`src/rtl/rpbu_pkg.sv`:
```
package rpbu_pkg;

    typedef enum logic [3:0] {
        ST_IDLE,
        ST_HOLD,
        ST_PWR,
        ST_UNPD,
        ST_REF,
        ST_CLK,
        ST_SETTLE,
        ST_SETUP,
        ST_TRAIN,
        ST_UP,
        ST_FAIL
    } seq_state_e;

    typedef enum logic [1:0] {
        FC_NONE  = 2'b00,
        FC_CLOCK = 2'b01,
        FC_LINK  = 2'b10
    } fail_code_e;

    typedef enum logic [2:0] {
        CH_IDLE,
        CH_WAIT,
        CH_UNWIND,
        CH_DONE,
        CH_FAIL
    } chain_phase_e;

    typedef struct packed {
        logic ep_reset_n;
        logic pwr_en;
        logic ep_disable;
        logic phy_test_pd;
        logic refclk_en;
        logic ltssm_en;
        logic setup_req;
        logic busy;
        logic ready;
        logic fail;
    } ctl_out_t;

    function automatic int wmax(input int a, input int b);
        return (a > b) ? a : b;
    endfunction

    // Control lines are a pure function of the sequence step.
    function automatic ctl_out_t decode_state(input seq_state_e s);
        ctl_out_t o;
        o             = '0;
        o.ep_reset_n  = !(s inside {ST_IDLE, ST_HOLD});
        o.pwr_en      = o.ep_reset_n;
        o.ep_disable  = !o.ep_reset_n;
        o.phy_test_pd = (s inside {ST_IDLE, ST_HOLD, ST_PWR});
        o.refclk_en   = !(s inside {ST_IDLE, ST_HOLD, ST_PWR, ST_UNPD});
        o.ltssm_en    = (s inside {ST_TRAIN, ST_UP});
        o.setup_req   = (s == ST_SETUP);
        o.busy        = !(s inside {ST_IDLE, ST_UP, ST_FAIL});
        o.ready       = (s == ST_UP);
        o.fail        = (s == ST_FAIL);
        return o;
    endfunction

endpackage

```
`src/rtl/rpbu_delay.sv`:
```
module rpbu_delay #(
    parameter int W = 8
) (
    input  logic         clk,
    input  logic         rst,
    input  logic         load,
    input  logic [W-1:0] load_val,
    output logic         zero
);
    logic [W-1:0] cnt;

    always_ff @(posedge clk) begin
        if (rst) begin
            cnt <= '0;
        end else if (load) begin
            cnt <= load_val;
        end else if (cnt != '0) begin
            cnt <= cnt - W'(1);
        end
    end

    assign zero = (cnt == '0);
endmodule

```
`src/rtl/rpbu_clk_chain.sv`:
```
module rpbu_clk_chain
    import rpbu_pkg::*;
#(
    parameter int N   = 4,
    parameter int TMO = 1000
) (
    input  logic         clk,
    input  logic         rst,
    input  logic         clear,
    input  logic         kick,
    input  logic [N-1:0] ack,
    output logic [N-1:0] en,
    output logic         done,
    output logic         failed
);
    localparam int IW = (N > 1) ? $clog2(N) : 1;
    localparam int TW = $clog2(TMO + 1);
    localparam logic [N-1:0]  ONE  = N'(1);
    localparam logic [IW-1:0] LAST = IW'(N - 1);
    localparam logic [TW-1:0] TLIM = TW'(TMO - 1);

    chain_phase_e  ph;
    logic [IW-1:0] idx;
    logic [IW-1:0] idx_up;
    logic [IW-1:0] idx_dn;
    logic [TW-1:0] tmo;
    logic          cur_ack;

    assign idx_up  = idx + IW'(1);
    assign idx_dn  = idx - IW'(1);
    assign cur_ack = ack[idx];

    always_ff @(posedge clk) begin
        if (rst || clear) begin
            ph  <= CH_IDLE;
            en  <= '0;
            idx <= '0;
            tmo <= '0;
        end else begin
            case (ph)
                CH_IDLE: begin
                    if (kick) begin
                        en  <= ONE;
                        idx <= '0;
                        tmo <= '0;
                        ph  <= CH_WAIT;
                    end
                end
                CH_WAIT: begin
                    if (cur_ack) begin
                        if (idx == LAST) begin
                            ph <= CH_DONE;
                        end else begin
                            en  <= en | (ONE << idx_up);
                            idx <= idx_up;
                            tmo <= '0;
                        end
                    end else if (tmo == TLIM) begin
                        // The stalled clock is switched off first.
                        en <= en & ~(ONE << idx);
                        ph <= CH_UNWIND;
                    end else begin
                        tmo <= tmo + TW'(1);
                    end
                end
                CH_UNWIND: begin
                    if (idx == '0) begin
                        ph <= CH_FAIL;
                    end else begin
                        en  <= en & ~(ONE << idx_dn);
                        idx <= idx_dn;
                    end
                end
                default: ;
            endcase
        end
    end

    assign done   = (ph == CH_DONE);
    assign failed = (ph == CH_FAIL);
endmodule

```
`src/rtl/rpbu_link_poll.sv`:
```
module rpbu_link_poll #(
    parameter int GAP = 10000,
    parameter int MAX = 10
) (
    input  logic clk,
    input  logic rst,
    input  logic arm,
    input  logic link_up,
    output logic hit,
    output logic gave_up
);
    localparam int GW = $clog2(GAP + 1);
    localparam int CW = $clog2(MAX + 1);
    localparam logic [GW-1:0] GRELOAD = GW'(GAP - 1);
    localparam logic [CW-1:0] CLAST   = CW'(MAX - 1);

    logic          active;
    logic [GW-1:0] gap_cnt;
    logic [CW-1:0] tries;
    logic          sample;

    assign sample  = active && (gap_cnt == '0);
    assign hit     = sample && link_up;
    assign gave_up = sample && !link_up && (tries == CLAST);

    always_ff @(posedge clk) begin
        if (rst) begin
            active  <= 1'b0;
            gap_cnt <= '0;
            tries   <= '0;
        end else if (arm) begin
            active  <= 1'b1;
            gap_cnt <= GRELOAD;
            tries   <= '0;
        end else if (active) begin
            if (gap_cnt != '0) begin
                gap_cnt <= gap_cnt - GW'(1);
            end else if (link_up || tries == CLAST) begin
                active <= 1'b0;
            end else begin
                tries   <= tries + CW'(1);
                gap_cnt <= GRELOAD;
            end
        end
    end
endmodule

```
`src/rtl/pcie_rp_bringup_seq.sv`:
```
module pcie_rp_bringup_seq
    import rpbu_pkg::*;
#(
    parameter int NUM_CLK       = 4,
    parameter int RST_PULSE_CYC = 10000000,
    parameter int CLK_ACK_TMO   = 1000,
    parameter int SETTLE_CYC    = 20000,
    parameter int POLL_GAP_CYC  = 10000,
    parameter int POLL_MAX      = 10
) (
    input  logic               clk,
    input  logic               rst,
    input  logic               start,
    input  logic               setup_done,
    input  logic               link_up,
    input  logic [NUM_CLK-1:0] clk_ack,
    output logic               ep_reset_n,
    output logic               pwr_en,
    output logic               ep_disable,
    output logic               phy_test_pd,
    output logic               refclk_en,
    output logic [NUM_CLK-1:0] clk_en,
    output logic               setup_req,
    output logic               ltssm_en,
    output logic               busy,
    output logic               ready,
    output logic               fail,
    output logic [1:0]         fail_code
);
    localparam int TMR_W = $clog2(wmax(RST_PULSE_CYC, SETTLE_CYC) + 1);
    localparam logic [TMR_W-1:0] HOLD_LOAD   = TMR_W'(RST_PULSE_CYC - 1);
    localparam logic [TMR_W-1:0] SETTLE_LOAD = TMR_W'(SETTLE_CYC - 1);

    seq_state_e       st;
    seq_state_e       st_nx;
    fail_code_e       fc;
    ctl_out_t         ctl;
    logic             go;
    logic             tmr_load;
    logic [TMR_W-1:0] tmr_val;
    logic             tmr_zero;
    logic             ch_kick;
    logic             ch_done;
    logic             ch_failed;
    logic             poll_arm;
    logic             poll_hit;
    logic             poll_quit;

    assign go       = start && (st inside {ST_IDLE, ST_UP, ST_FAIL});
    assign ch_kick  = (st == ST_REF);
    assign poll_arm = (st == ST_SETUP) && setup_done;
    assign tmr_load = go || ((st == ST_CLK) && ch_done);
    assign tmr_val  = go ? HOLD_LOAD : SETTLE_LOAD;

    // One counter serves both the reset hold and the clock settle time.
    rpbu_delay #(.W(TMR_W)) u_tmr (
        .clk      (clk),
        .rst      (rst),
        .load     (tmr_load),
        .load_val (tmr_val),
        .zero     (tmr_zero)
    );

    rpbu_clk_chain #(.N(NUM_CLK), .TMO(CLK_ACK_TMO)) u_chain (
        .clk    (clk),
        .rst    (rst),
        .clear  (go),
        .kick   (ch_kick),
        .ack    (clk_ack),
        .en     (clk_en),
        .done   (ch_done),
        .failed (ch_failed)
    );

    rpbu_link_poll #(.GAP(POLL_GAP_CYC), .MAX(POLL_MAX)) u_poll (
        .clk     (clk),
        .rst     (rst),
        .arm     (poll_arm),
        .link_up (link_up),
        .hit     (poll_hit),
        .gave_up (poll_quit)
    );

    always_comb begin
        st_nx = st;
        case (st)
            ST_IDLE, ST_UP, ST_FAIL: if (start) st_nx = ST_HOLD;
            ST_HOLD:   if (tmr_zero) st_nx = ST_PWR;
            ST_PWR:    st_nx = ST_UNPD;
            ST_UNPD:   st_nx = ST_REF;
            ST_REF:    st_nx = ST_CLK;
            ST_CLK: begin
                if (ch_done)        st_nx = ST_SETTLE;
                else if (ch_failed) st_nx = ST_FAIL;
            end
            ST_SETTLE: if (tmr_zero) st_nx = ST_SETUP;
            ST_SETUP:  if (setup_done) st_nx = ST_TRAIN;
            ST_TRAIN: begin
                if (poll_hit)       st_nx = ST_UP;
                else if (poll_quit) st_nx = ST_FAIL;
            end
            default:   st_nx = ST_IDLE;
        endcase
    end

    always_ff @(posedge clk) begin
        if (rst) begin
            st <= ST_IDLE;
            fc <= FC_NONE;
        end else begin
            st <= st_nx;
            if (go) begin
                fc <= FC_NONE;
            end else if ((st == ST_CLK) && !ch_done && ch_failed) begin
                fc <= FC_CLOCK;
            end else if ((st == ST_TRAIN) && !poll_hit && poll_quit) begin
                fc <= FC_LINK;
            end
        end
    end

    assign ctl         = decode_state(st);
    assign ep_reset_n  = ctl.ep_reset_n;
    assign pwr_en      = ctl.pwr_en;
    assign ep_disable  = ctl.ep_disable;
    assign phy_test_pd = ctl.phy_test_pd;
    assign refclk_en   = ctl.refclk_en;
    assign setup_req   = ctl.setup_req;
    assign ltssm_en    = ctl.ltssm_en;
    assign busy        = ctl.busy;
    assign ready       = ctl.ready;
    assign fail        = ctl.fail;
    assign fail_code   = fc;
endmodule

```
`config.mk`:
```
export PLATFORM = sky130hd
export DESIGN_NAME = pcie_rp_bringup_seq
export DESIGN_NICKNAME = d
export VERILOG_FILES = /design/src/rtl/rpbu_pkg.sv /design/src/rtl/rpbu_delay.sv /design/src/rtl/rpbu_clk_chain.sv /design/src/rtl/rpbu_link_poll.sv /design/src/rtl/pcie_rp_bringup_seq.sv
export SDC_FILE = /design/constraint.sdc
export NUM_CORES = 1
export LEC_CHECK = 0
export CAP_MARGIN = 20
export CELL_PAD_IN_SITES_DETAIL_PLACEMENT = 0
export CELL_PAD_IN_SITES_GLOBAL_PLACEMENT = 1
export CORE_ASPECT_RATIO = 1.2
export CORE_MARGIN = 2
export CORE_UTILIZATION = 25
export CTS_BUF_LIST = sky130_fd_sc_hd__clkbuf_4
export DETAILED_ROUTE_END_ITERATION = 6
export GPL_TIMING_DRIVEN = 0
export PLACE_DENSITY = 0.61
export SLEW_MARGIN = 20
export SYNTH_ARGS = -nofsm -noshare
export SYNTH_HDL_FRONTEND = slang
export SYNTH_SLANG_ARGS = --single-unit
```
`constraint.sdc`:
```
create_clock -name clk -period 5.7 [get_ports clk]
set_input_delay 1.14 -clock clk [delete_from_list [all_inputs] [get_ports clk]]
set_output_delay 1.14 -clock clk [all_outputs]
set_load 0.01 [all_outputs]
```
==> impl_metrics.ini, run 1 <==
[min_path]
hp-start = u_poll.gap_cnt[13]$_SDFFE_PP0P_
min_path_type = reg2reg
hold_end = u_poll.gap_cnt[13]$_SDFFE_PP0P_
hold_path_depth = 1

[worst_setup_path]
worstSetupPathType = reg2out
cp.required_ns = 4.56
crit_fanout = 10
rr_startpoint = u_poll.gap_cnt[4]$_SDFFE_PP0P_
cp.arrival_ns = 2.30
r2r_slack_ns = 2.76
r2r_end = u_poll.gap_cnt[2]$_SDFFE_PP0P_
worst_setup_path_start_kind = flop
ff2ff_path_depth = 7
endpoint_kind = output port

[power_and_ir_drop]
power.leakage_nw = 1.49
vdd_drop_max_uv = 159
power_density_nw_per_um2 = 343

[floorplanning]
start_util = 0.258
io_pins = 25
die_h_um = 138
die_x_um = 116
dieArea_um2 = 15900
fp-row-count = 48
core_um2 = 14500

[synthesis]
synth_top_family_by_area = simple AND/OR/NAND/NOR gates
synthAdderAreaFrac = 0.0369
synthFlopType = dfxtp_1
synth_warnings = 0
synth-xor-area-share = 0.0915
ys_ff_latch = 68
yosysSeqAreaShare = 0.364
synth_compound_area_frac = 0.160
synthDistinctLibCells = 58
synth_area_um2 = 3730
muxShareOfSynthArea = 0.0114
syn_inst = 458
synthArstFlopShare = 0
synth-simple-area-share = 0.294
synth_edf_count = 0
avgSynthCellArea_um2 = 8.15
synth_nets = 478

[timing]
grt_setup_unrepaired = false
setup_viol = 0
final_hold_viol_count = 0
max_slew_margin = 0.355
clock_skew_ns = 0.0127
fin_crit_ns = 3.44
slew_violations = 0
worstMarginPinSlew_ns = 0.959
fin_crit_sh = 0.604
worst_slack_ns = 2.26
max_clock_freq_mhz = 290
fin_setup_tns_ns = 0

[drt]
ant_nets = 0
dr.first_iter.drc_count = 84
dr.pass1.iters = 4
drcViolationCount = 0
wl_um = 9380
viasPerCell = 4.71
wl_per_cell_um = 13.4
route.vias.total = 3292

[global_route]
grt_use_total = 0.125
first_global_vias = 3169
grt_max_degree = 11
antenna_found_initial = 1
grt_pass1_wl_um = 15600
overflow = 0

[placed_design]
dp_hpwl_um = 6790
place_inst = 682
postPlaceCellArea_um2 = 4230
place.port_buffers = 24
place_congestion = 0.813
pre_cts_ws_ns = 2.26

[clocking]
post_cts_buffers = 0
numCtsBuffers = 9
cts_sinks = 68
cts_hold_buf = 0
clock_latency_ns = 0.45
cts_tree = done
htreeDepth = 3
cts_resized = 0
clkSlewWorstSetupHoldPaths_ns = 0.12
clockRootBuffer = clkbuf_4
cts_buffer_depth = 2

[finish]
drive_above_1_share = 0.0622
area_growth_pct = 16.0
layout.cells.non_filler = 699
multiInputGateArea_um2 = 2220
seqCellArea_um2 = 1360
utilization = 0.299
fillCellCount = 1576
fin_nets = 513
final_area_um2 = 4330

[status]
outcome = complete, no violations

[job]
drv_cap = 0
-- cells in the final DEF, fill, tap and decap left out, types with 4 or more instances in the layout --
cell type and count:
or4_1 4, nand2b_1 14, or2_2 5, o31ai_1 6, and2_1 4, nor3b_1 4
a21oi_1 35, nor2b_1 4, xnor2_1 28, dfxtp_1 68, nor2_1 57, o21ai_0 7
clkdlybuf4s50_1 24, nand3b_1 4, nand3_1 17, nor4_1 14, or3_1 6, a211oi_1 7
nor3_1 25, inv_1 18, nand2_1 28, o21a_1 4, a31oi_1 9, clkbuf_1 16
ha_1 11, xor2_1 11, clkbuf_4 12, nand4_1 5
-- kinds of logic after synthesis --
| logic type | after synthesis |
|---|---|
| simple gates | 208 |
| compound gates | 90 |
| flops | 68 |
| xor+xnor | 39 |
| buf+inv | 39 |
| fa+ha+maj | 11 |
| mux | 3 |
-- routing by layer --
| layer | GRT usage | share of wire | vias to the layer above |
|---|---|---|---|
| met2 | 0.200 | 0.46 | 41 |
| li1 | - | - | 1706 |
| met4 | 0.0582 | 0.018 | 0 |
| met1 | 0.164 | 0.50 | 1532 |
| met3 | 0.0223 | 0.025 | 13 |
| met5 | 0 | 0 | - |
-- synthesized netlist by cell type, types with 2 or more instances --
library cell,number,area [µm²]
a311oi_1,2,17.5
or4_1,4,30.0
a21oi_1,35,175
xor2_1,11,96.3
ha_1,11,138
buf_2,2,10.0
nor4_1,14,87.6
o31ai_1,6,45.0
o41ai_1,2,17.5
nand3b_1,4,30.0
and2_1,4,25.0
nor3_1,25,125
or4_4,2,22.5
nor4b_1,2,17.5
nand2b_1,14,87.6
o21a_1,4,30.0
or3_1,6,37.5
o221a_2,2,22.5
nand3_1,17,85.1
xnor2_1,28,245
o21ai_1,3,15.0
a211o_1,2,17.5
nand4_1,5,31.3
and3_1,3,18.8
a41o_1,2,20.0
a31oi_1,9,56.3
clkbuf_1,16,60.1
nor4_2,2,25.0
nor2_1,57,214
mux2i_1,2,20.0
inv_1,18,67.6
nand2_1,28,105
nor2b_1,4,25.0
o21ai_0,7,35.0
a211oi_1,7,52.6
nor3b_1,4,30.0
buf_1,2,7.51
dfxtp_1,68,1360
or2_2,5,31.3
-- per-stage QoR --
| step | power [mW] | hold WS [ns] |
|---|---|---|
| after floorplan | 1.03 | 0.450 |
| after global placement | 1.21 | 0.473 |
| after detailed placement | 1.22 | 0.484 |
| after CTS | 1.51 | 0.507 |
| after global routing | 1.59 | 0.541 |
| final | 1.49 | 0.500 |
-- critical path, cell delays in order (launching register included) --
cell and delay, ns:
dfxtp_1 0.33, clkbuf_1 0.32, clkbuf_1 0.38, nor2_1 0.12
inv_1 0.08, buf_4 0.10, clkdlybuf4s50_1 0.52
-- layout make-up --
cell class	count	area share
clock buffers	12	0.0208
multi-input cells	351	0.512
diodes	1	0.000577
flip-flops and latches	68	0.314
plain buffers	21	0.0196
inverters	18	0.0156
repair buffers	24	0.0554
clock inverters	4	0.00375
well taps	200	0.0577
-- how the worst max path moves through the flow --
stage                             from                     endpoint  slack (ns)  cells after the start
global route        st[1]$_SDFFE_PP0P_                       pwr_en        2.11                      6
global placement            clk_ack[3]  u_chain.tmo[4]$_SDFFE_PP0P_        2.25                      7
finish              st[1]$_SDFFE_PP0P_                       pwr_en        2.26                      6
CTS                 st[1]$_SDFFE_PP0P_                       pwr_en        2.23                      6
floorplan                   clk_ack[3]  u_chain.tmo[4]$_SDFFE_PP0P_        3.02                      6
detailed placement          clk_ack[3]  u_chain.tmo[4]$_SDFFE_PP0P_        2.26                      7
-- state kept, by name (all words and copies together) (netlist names) --
register        count
u_poll.gap_cnt     14
u_poll.active       1
u_tmr.cnt          24
fail_code           2
st                  4
u_chain.en          4
u_chain.tmo        10
u_chain.idx         2
u_chain.ph          3
u_poll.tries        4
-- power by group --
| part | leakage [nW] | switching [mW] | total [mW] | internal [mW] |
|---|---|---|---|---|
| logic | 0.872 | 0.332 | 0.603 | 0.272 |
| clock network | 0.0638 | 0.183 | 0.283 | 0.0998 |
| registers | 0.553 | 0.0609 | 0.601 | 0.540 |
(Power assumes the default switching activity.)
==> run 2, diff against run 1 <==
--- a/config.mk
+++ b/config.mk
@@ -14,7 +14,7 @@
 export CTS_BUF_LIST = sky130_fd_sc_hd__clkbuf_4
 export DETAILED_ROUTE_END_ITERATION = 6
 export GPL_TIMING_DRIVEN = 0
-export PLACE_DENSITY = 0.61
+export PLACE_DENSITY = 0.63
 export SLEW_MARGIN = 20
 export SYNTH_ARGS = -nofsm -noshare
 export SYNTH_HDL_FRONTEND = slang
==> constraint.sdc (replaced) <==
create_clock -name clk -period 2.8 [get_ports clk]
set_input_delay 0.56 -clock clk [delete_from_list [all_inputs] [get_ports clk]]
set_output_delay 0.56 -clock clk [all_outputs]
set_load 0.01 [all_outputs]
==> run 2 against run 1 <==
Routed wire length is 3.1% higher; design area is 2.2% higher; clock power is 130% higher; count of clock-buffer cells in the layout stayed put; sequential share of layout area is 0.61 points lower; via count is 2.4% higher; non-clock buffer count is 1 higher; critical path type is now reg2reg; clock skew hardly changed; first-iteration DRC count is 8.3% higher.
==> impl_metrics.ini, run 2 (synthesized netlist as in run 1, its figures left out) <==
[status]
outcome = complete, no violations

[finish]
final_cell_mix = dfxtp_1 (66), nor2_1 (57), a21oi_1 (35)
largest_register_ffs = 24
fillCellCount = 1558
largest-register = u_tmr.cnt
final_common_cell = dfxtp_1
fin_nets = 514
final_area_um2 = 4430
drive_above_1_share = 0.0863
area_growth_pct = 18.6
utilization = 0.306
reg_top3 = u_tmr.cnt (24), u_poll.gap_cnt (14), u_chain.tmo (10)

[timing]
fin_setup_tns_ns = 0
clock_skew_ns = 0.0129
setup_viol = 0
max_clock_freq_mhz = 366
fin_crit_ns = 2.73
max_slew_margin = 0.537
fin_crit_sh = 0.976
slew_violations = 0
worstMarginPinSlew_ns = 0.690
whs_ns = 0.499
grt_setup_unrepaired = true
final_hold_viol_count = 0

[worst_setup_path]
cp_common_cell = or4_4
worstSetupPathType = reg2reg
slowest_stage = or4_4
crit_fanout = 7
crit_chain = or4_4, or4_4, or4_1, buf_6, a211oi_4, mux2i_1, nor2_1
crit_buf_inv = 1
worst_setup_path_start_kind = flop
cp.arrival_ns = 3.05
slowest_delay_ns = 0.55
endpoint_kind = flop
crit_family = simple AND/OR/NAND/NOR gates
cp.required_ns = 3.12

[power_and_ir_drop]
power.leakage_nw = 1.53
vdd_drop_max_uv = 271
power_density_nw_per_um2 = 720

[global_route]
overflow = 0
grt_use_total = 0.125
antenna_found_initial = 1
grt_max_degree = 11
first_global_vias = 3319
grt_pass1_wl_um = 15800

[clocking]
htreeDepth = 3
cts_sinks = 68
cts_buffer_depth = 2
clkSlewWorstSetupHoldPaths_ns = 0.11
cts_tree = done
numCtsBuffers = 9
clockRootBuffer = clkbuf_4
clock_latency_ns = 0.44

[drt]
route.vias.total = 3370
dr.pass1.iters = 4
drcViolationCount = 0
dr.first_iter.drc_count = 91
viasPerCell = 4.82
wl_um = 9660
wl_per_cell_um = 13.8
ant_nets = 0

[job]
drv_cap = 0

[floorplanning]
die_h_um = 138
die_x_um = 116
io_pins = 25
core_um2 = 14500
start_util = 0.258
fp-row-count = 48
dieArea_um2 = 15900

[placed_design]
dp_hpwl_um = 6920
place_congestion = 0.806
postPlaceCellArea_um2 = 4230
place.port_buffers = 24

[min_path]
min_path_type = reg2reg
run 2: cell count changes in the layout (fill, tap and decap cells not counted), sizes merged:
cell / change
clkbuf: -2
buf: +3
bufinv: +1
clkinv: -2
run 2: area by class of cell:
class | instances | area (µm²) | share of cell area
antenna | 1 | 2.50 | 0.000565
buffer | 19 | 88.8 | 0.0201
clock buffer | 12 | 90.1 | 0.0203
clock inverter | 3 | 38.8 | 0.00876
inverter | 18 | 67.6 | 0.0153
multi-input combinational | 351 | 2260 | 0.510
sequential | 68 | 1360 | 0.308
tap | 200 | 250 | 0.0565
timing repair buffer | 27 | 267 | 0.0602
run 2: per-stage QoR:
step / power (mW) / setup slack (ns) / cells
3_5_place_dp: 2.48 / -0.108 / 682
6_report: 3.19 / 0.0662 / 699
4_1_cts: 3.19 / 0.00163 / 698
3_3_place_gp: 2.46 / -0.137 / 682
5_1_grt: 3.40 / -0.00745 / 699
2_1_floorplan: 2.10 / 0.205 / 458
run 2: worst paths after layout:
| kind | startpoint | end | slack [ns] | cells past startpoint |
|---|---|---|---|---|
| min | u_poll.tries[3]$_SDFFE_PP0P_ | u_poll.tries[3]$_SDFFE_PP0P_ | 0.50 | 2 |
| max reg2reg | u_tmr.cnt[16]$_SDFFE_PP0P_ | st[0]$_SDFFE_PP0P_ | 0.07 | 7 |
| max | u_tmr.cnt[16]$_SDFFE_PP0P_ | st[0]$_SDFFE_PP0P_ | 0.07 | 7 |
| min reg2reg | u_poll.tries[3]$_SDFFE_PP0P_ | u_poll.tries[3]$_SDFFE_PP0P_ | 0.50 | 2 |
run 2: power breakdown:
part	total (mW)	switching [mW]	leakage, nW	internal, mW
Combinational	1.28	0.692	0.905	0.587
Sequential	1.25	0.153	0.553	1.10
Clock	0.656	0.362	0.0748	0.294
run 2: layer usage:
layer,vias to the layer above,part of all wire,GRT usage
met1,1598,0.49,0.158
met3,14,0.025,0.0227
met4,0,0.021,0.0556
met5,-,0,0
li1,1721,-,-
met2,37,0.47,0.208
run 2: worst min-delay path, stage by stage (launching register included):
cell,delay (ns)
dfxtp_1,0.33
o21ai_0,0.07
a21oi_1,0.06
run 2: repair_timing:
| item | CTS | global route |
|---|---|---|
| hold buffers | 0 | 0 |
| resized for setup | 5 | 11 |
| setup endpoints to repair | 23 | 26 |
| pin swaps | 1 | 2 |
| buffers inserted | 1 | 2 |
| hold endpoints to repair | 0 | 0 |
